File: src/rtl/evtps_pkg.sv
package evtps_pkg;
    localparam int NCH    = 3;
    localparam int IRQ_CH = 2;

    typedef enum logic [1:0] {
        CH_OFF   = 2'd0,
        CH_COUNT = 2'd1,
        CH_LAST  = 2'd2
    } ch_state_t;
endpackage

File: src/rtl/evtps_period_sel.sv
module evtps_period_sel #(
    parameter int SHORT_W = 2,
    parameter int LONG_W  = 4
) (
    input  logic [SHORT_W-1:0] short_prd,
    input  logic [LONG_W-1:0]  long_prd,
    input  logic               use_long,
    output logic [LONG_W-1:0]  eff_prd
);
    localparam int PAD_W = LONG_W - SHORT_W;

    always_comb begin
        if (use_long) eff_prd = long_prd;
        else          eff_prd = {{PAD_W{1'b0}}, short_prd};
    end
endmodule

File: src/rtl/evtps_channel.sv
module evtps_channel
    import evtps_pkg::*;
#(
    parameter int CNT_W         = 4,
    parameter bit STALL_ON_FLAG = 1'b0
) (
    input  logic             clk,
    input  logic             rst_n,
    input  logic             evt,
    input  logic             en,
    input  logic             clr,
    input  logic [CNT_W-1:0] period,
    output logic             pulse,
    output logic             flag,
    output logic [CNT_W-1:0] count
);
    logic [CNT_W-1:0] cnt_q, cnt_d;
    logic             flag_q, flag_d;
    logic             pulse_q, fire;
    logic             blocked;
    logic [CNT_W:0]   cnt_inc;
    ch_state_t        cur_st;

    // classify the channel from its live count and period
    always_comb begin
        cnt_inc = {1'b0, cnt_q} + 1'b1;
        if (period == '0)                 cur_st = CH_OFF;
        else if (cnt_inc < {1'b0, period}) cur_st = CH_COUNT;
        else                              cur_st = CH_LAST;
    end

    // next-state actions
    always_comb begin
        blocked = !en || (STALL_ON_FLAG && flag_q);
        fire    = 1'b0;
        cnt_d   = cnt_q;
        unique case (cur_st)
            CH_OFF: begin
                cnt_d = cnt_q;
            end
            CH_COUNT: begin
                if (evt) cnt_d = cnt_inc[CNT_W-1:0];
            end
            CH_LAST: begin
                if (evt && !blocked) begin
                    fire  = 1'b1;
                    cnt_d = '0;
                end else if (evt && (cnt_q < period)) begin
                    cnt_d = cnt_inc[CNT_W-1:0];
                end
            end
            default: cnt_d = cnt_q;
        endcase
        if (fire)     flag_d = 1'b1;
        else if (clr) flag_d = 1'b0;
        else          flag_d = flag_q;
    end

    always_ff @(posedge clk) begin
        if (!rst_n) begin
            cnt_q   <= '0;
            flag_q  <= 1'b0;
            pulse_q <= 1'b0;
        end else begin
            cnt_q   <= cnt_d;
            flag_q  <= flag_d;
            pulse_q <= fire;
        end
    end

    assign pulse = pulse_q;
    assign flag  = flag_q;
    assign count = cnt_q;
endmodule

File: src/rtl/evtps_top.sv
module evtps_top
    import evtps_pkg::*;
#(
    parameter int SHORT_W = 2,
    parameter int LONG_W  = 4
) (
    input  logic                    clk,
    input  logic                    rst_n,
    input  logic [NCH-1:0]          evt_i,
    input  logic [NCH-1:0]          en_i,
    input  logic [NCH-1:0]          clr_i,
    input  logic [NCH*SHORT_W-1:0]  prd_short_i,
    input  logic [NCH*LONG_W-1:0]   prd_long_i,
    input  logic                    long_conv_i,
    input  logic                    long_irq_i,
    output logic [NCH-1:0]          pulse_o,
    output logic [NCH-1:0]          flag_o,
    output logic [NCH*LONG_W-1:0]   count_o
);
    logic [NCH*LONG_W-1:0] eff_prd;

    for (genvar c = 0; c < NCH; c++) begin : g_ch
        localparam bit IS_IRQ = (c == IRQ_CH);
        logic use_long;
        assign use_long = IS_IRQ ? long_irq_i : long_conv_i;

        evtps_period_sel #(.SHORT_W(SHORT_W), .LONG_W(LONG_W)) u_sel (
            .short_prd (prd_short_i[c*SHORT_W +: SHORT_W]),
            .long_prd  (prd_long_i[c*LONG_W +: LONG_W]),
            .use_long  (use_long),
            .eff_prd   (eff_prd[c*LONG_W +: LONG_W])
        );

        evtps_channel #(.CNT_W(LONG_W), .STALL_ON_FLAG(IS_IRQ)) u_ch (
            .clk    (clk),
            .rst_n  (rst_n),
            .evt    (evt_i[c]),
            .en     (en_i[c]),
            .clr    (clr_i[c]),
            .period (eff_prd[c*LONG_W +: LONG_W]),
            .pulse  (pulse_o[c]),
            .flag   (flag_o[c]),
            .count  (count_o[c*LONG_W +: LONG_W])
        );
    end
endmodule

File: config.mk
export PLATFORM = sky130hd
export DESIGN_NAME = evtps_top
export DESIGN_NICKNAME = d
export VERILOG_FILES = /design/src/rtl/evtps_pkg.sv /design/src/rtl/evtps_period_sel.sv /design/src/rtl/evtps_channel.sv /design/src/rtl/evtps_top.sv
export SDC_FILE = /design/constraint.sdc
export NUM_CORES = 1
export LEC_CHECK = 0
export ABC_AREA = 0
export CAP_MARGIN = 20
export CORE_MARGIN = 2
export CORE_UTILIZATION = 46
export DETAILED_ROUTE_END_ITERATION = 16
export PLACE_DENSITY = 0.8
export SYNTH_ARGS = -nofsm -noshare
export SYNTH_HDL_FRONTEND = slang
export SYNTH_SLANG_ARGS = --single-unit
File: constraint.sdc
create_clock -name clk -period 3.4 [get_ports clk]
set_clock_uncertainty 0.15 [all_clocks]
set_input_delay 1.02 -clock clk [delete_from_list [all_inputs] [get_ports clk]]
set_output_delay 1.02 -clock clk [all_outputs]
set_load 0.02 [all_outputs]
==> results.sh <==
export IMPL_cp_data_required_time_ns=3.45
export IMPL_worstRegToRegCells=8
export IMPL_reg2reg_slack_ns=0.94
export IMPL_start_util_pct=48.0
export IMPL_ioPinCount=49
export IMPL_synth_fp_nets=222
export IMPL_finalCritPeriodShare_pct=91.9
export IMPL_synth_area_leaders="dfxtp_1 25%, ha_1 18%, mux2i_1 6.8%"
export IMPL_cap_violations=0
export IMPL_vias=1424
export IMPL_fp_dieW_um=60.5
export IMPL_grt_max_degree=11
export IMPL_cts_setup_buffers=0
export IMPL_yosysWarnings=0
export IMPL_clock_sinks=18
export IMPL_dieArea_mm2=0.00366
export IMPL_grt_overflow=0
export IMPL_yosysSeqAreaShare_pct=24.6
export IMPL_cp_start_kind="primary input"
export IMPL_syn_inst=170
export IMPL_mostFrequentLayoutCells="48 x clkdlybuf4s50_1, 21 x ha_1, 18 x dfxtp_1"
export IMPL_synth_edf_count=0
export IMPL_rows=20
export IMPL_grt_pass1_wl_um=5780
export IMPL_synth_top_area_cell="dfxtp_1"
export IMPL_slew_headroom_pct=67.6
export IMPL_worstPathArrival_ns=3.17
export IMPL_clk_pin_slew_ns=0.10
export IMPL_worstMarginPinSlew_ns=0.483
export IMPL_syn_to_final_growth_pct=35.4
export IMPL_rsz0062_at_grt="false"
export IMPL_synth_async_reset_ratio_pct=0
export IMPL_multiInputGateArea_mm2=0.00100
export IMPL_coreArea_mm2=0.00305
export IMPL_gp_congestion=0.932
export IMPL_grt_usage_pct=20.4
export IMPL_leakage_nw=0.863
export IMPL_ff_latch_area_um2=360
export IMPL_cts_root_buf="clkbuf_4"
export IMPL_drive_above_1_share_pct=5.56
export IMPL_finalSetupViolCount=0
export IMPL_placed_area_mm2=0.00195
export IMPL_clk_path_buf_depth=2
export IMPL_hold_viol=0
export IMPL_path_cells="clkdlybuf4s50_1 > mux2i_1 > ha_1 > a21o_1 > nand2_1 > and3_1 > o31a_1 > nor3b_1 > a31o_1"
export IMPL_cts_resized=0
export IMPL_routedWlPerCell_um=13.5
export IMPL_power_density_mw_per_mm2=293
export IMPL_cp_max_fo=6
export IMPL_critPathSlowestCell="clkdlybuf4s50_1"
export IMPL_yosysTopAreaCellShare_pct=24.6
export IMPL_cts_inserted_buffers=3
export IMPL_dp_hpwl_um=2930
export IMPL_min_period_ns=3.12
export IMPL_fin_area_mm2=0.00199
export IMPL_avgSynthCellArea_um2=8.63
export IMPL_slew_viol_final=0
export IMPL_io_buffers=48
export IMPL_clk_latency_ns=0.29
export IMPL_r2r_start="g_ch[2].u_ch.count[0]$_SDFFE_PN0P_"
export IMPL_ant_nets=0
export IMPL_cts_tree="built"
export IMPL_post_layout_nonfiller_instances=260
export IMPL_via_per_inst=5.48
export IMPL_cts_hold_buf=0
export IMPL_status="finished, final reports clean"
export IMPL_grt_antenna_before_repair=0
export IMPL_place_inst=256
export IMPL_synth_ff_type="dfxtp_1"
export IMPL_netlist_area_mm2=0.00147
export IMPL_dr_pass1_iters=4
export IMPL_critPathMaxStageDelay_ns=0.54
export IMPL_end_kind="flip-flop"
export IMPL_max_freq_mhz=320
export IMPL_grt_pass1_vias=1318
export IMPL_layout_nets=269
export IMPL_synth_cell_type_count=39
export IMPL_critPathLaunch="long_irq_i"
export IMPL_num_antenna_cells=0
export IMPL_synth_seq_cells=18
export IMPL_irDropWorstVdd_mv=0.263
export IMPL_fp_dieH_um=60.5
export IMPL_dr_first_iter_drc_count=52
export IMPL_hold_class="reg -> reg"
export IMPL_critPathKind="in -> reg"
export IMPL_wl_um=3520
export IMPL_final_common_cell="clkdlybuf4s50_1"
export IMPL_num_fill_cells=274
export IMPL_worst_r2r_endpoint="g_ch[2].u_ch.count[2]$_SDFFE_PN0P_"
export IMPL_worstSetupEndpoint="g_ch[2].u_ch.count[2]$_SDFFE_PN0P_"
export IMPL_htreeDepth=1
export IMPL_drc=0
## report_power, final
| group | switching, mW | leakage (nW) | total (mW) | internal (mW) |
|---|---|---|---|---|
| Clock | 0.0647 | 0.0210 | 0.130 | 0.0653 |
| Sequential | 0.0163 | 0.146 | 0.239 | 0.223 |
| Combinational | 0.101 | 0.696 | 0.213 | 0.111 |
| Total | 0.182 | 0.863 | 0.582 | 0.400 |
## flip-flops by register name, indices dropped and copies added (netlist names)
register	cells
g_ch.u_ch.flag	3
g_ch.u_ch.pulse	3
g_ch.u_ch.count	12
## layer usage
layer  GRT usage (%)  wire length (um)  vias up  share of wire, %
li1                -                 -      715                 -
met1            26.2              1590      678                45
met2            36.2              1790       29                51
met3            4.48               129        2               3.7
met4            2.80                11        0              0.31
met5               0                 0        -                 0
## worst max-delay path, delay by kind of cell
| kind | cells | cell delay [ns] |
|---|---|---|
| compound gates | 3 | 0.68 |
| fa+ha+maj | 1 | 0.20 |
| buf+inv | 1 | 0.54 |
| mux | 1 | 0.32 |
| simple gates | 3 | 0.41 |
## stage by stage
stage | setup TNS (ns) | utilization [%] | total power, mW | setup WS [ns] | hold slack, ns
3_3_place_gp | 0 | 63.9 | 0.449 | 0.0422 | 0.312
4_1_cts | 0 | 65.0 | 0.586 | 0.291 | 0.344
6_report | 0 | 65.0 | 0.582 | 0.276 | 0.333
3_5_place_dp | -0.0553 | 63.9 | 0.456 | -0.0200 | 0.327
2_1_floorplan | 0 | - | 0.370 | 0.605 | 0.300
5_1_grt | 0 | 65.0 | 0.621 | 0.125 | 0.369
## how the worst min path moves through the flow
stage | startpoint | end | slack, ns | depth (start not counted)
floorplan | g_ch[0].u_ch.flag$_SDFFE_PN0P_ | g_ch[0].u_ch.flag$_SDFFE_PN0P_ | 0.30 | 2
global placement | g_ch[0].u_ch.flag$_SDFFE_PN0P_ | g_ch[0].u_ch.flag$_SDFFE_PN0P_ | 0.31 | 2
global route | g_ch[0].u_ch.flag$_SDFFE_PN0P_ | g_ch[0].u_ch.flag$_SDFFE_PN0P_ | 0.37 | 2
CTS | g_ch[0].u_ch.flag$_SDFFE_PN0P_ | g_ch[0].u_ch.flag$_SDFFE_PN0P_ | 0.34 | 2
finish | g_ch[0].u_ch.flag$_SDFFE_PN0P_ | g_ch[0].u_ch.flag$_SDFFE_PN0P_ | 0.33 | 2
detailed placement | g_ch[0].u_ch.flag$_SDFFE_PN0P_ | g_ch[0].u_ch.flag$_SDFFE_PN0P_ | 0.33 | 2
## cells by family after synthesis
logic type,count (synthesis),synth area share [%]
simple gates,55,20.1
mux,10,6.83
buf+inv,16,6.91
xor+xnor,8,4.78
flops,18,24.6
fa+ha+maj,21,17.9
compound gates,42,18.9
## layout make-up
type / count / area share, %
sequential: 18 / 18.1
timing repair buffer: 51 / 25.3
clock buffer: 4 / 1.83
tap: 44 / 2.77
inverter: 7 / 1.32
multi-input combinational: 136 / 50.6
## synthesized netlist by cell type (all sizes together) (2+ instances only)
master	count
o211ai	2
nor2	13
nor3b	2
and3	4
xor2	4
buf	8
o21a	2
a21oi	11
mux2i	10
o21ai	9
nand3b	2
o31ai	2
a31o	7
nand2b	5
a31oi	3
o221ai	2
nand2	15
xnor2	4
nor3	3
nand3	6
ha	21
inv	7
dfxtp	18
No activity file was read; power rests on OpenSTA's default activity.
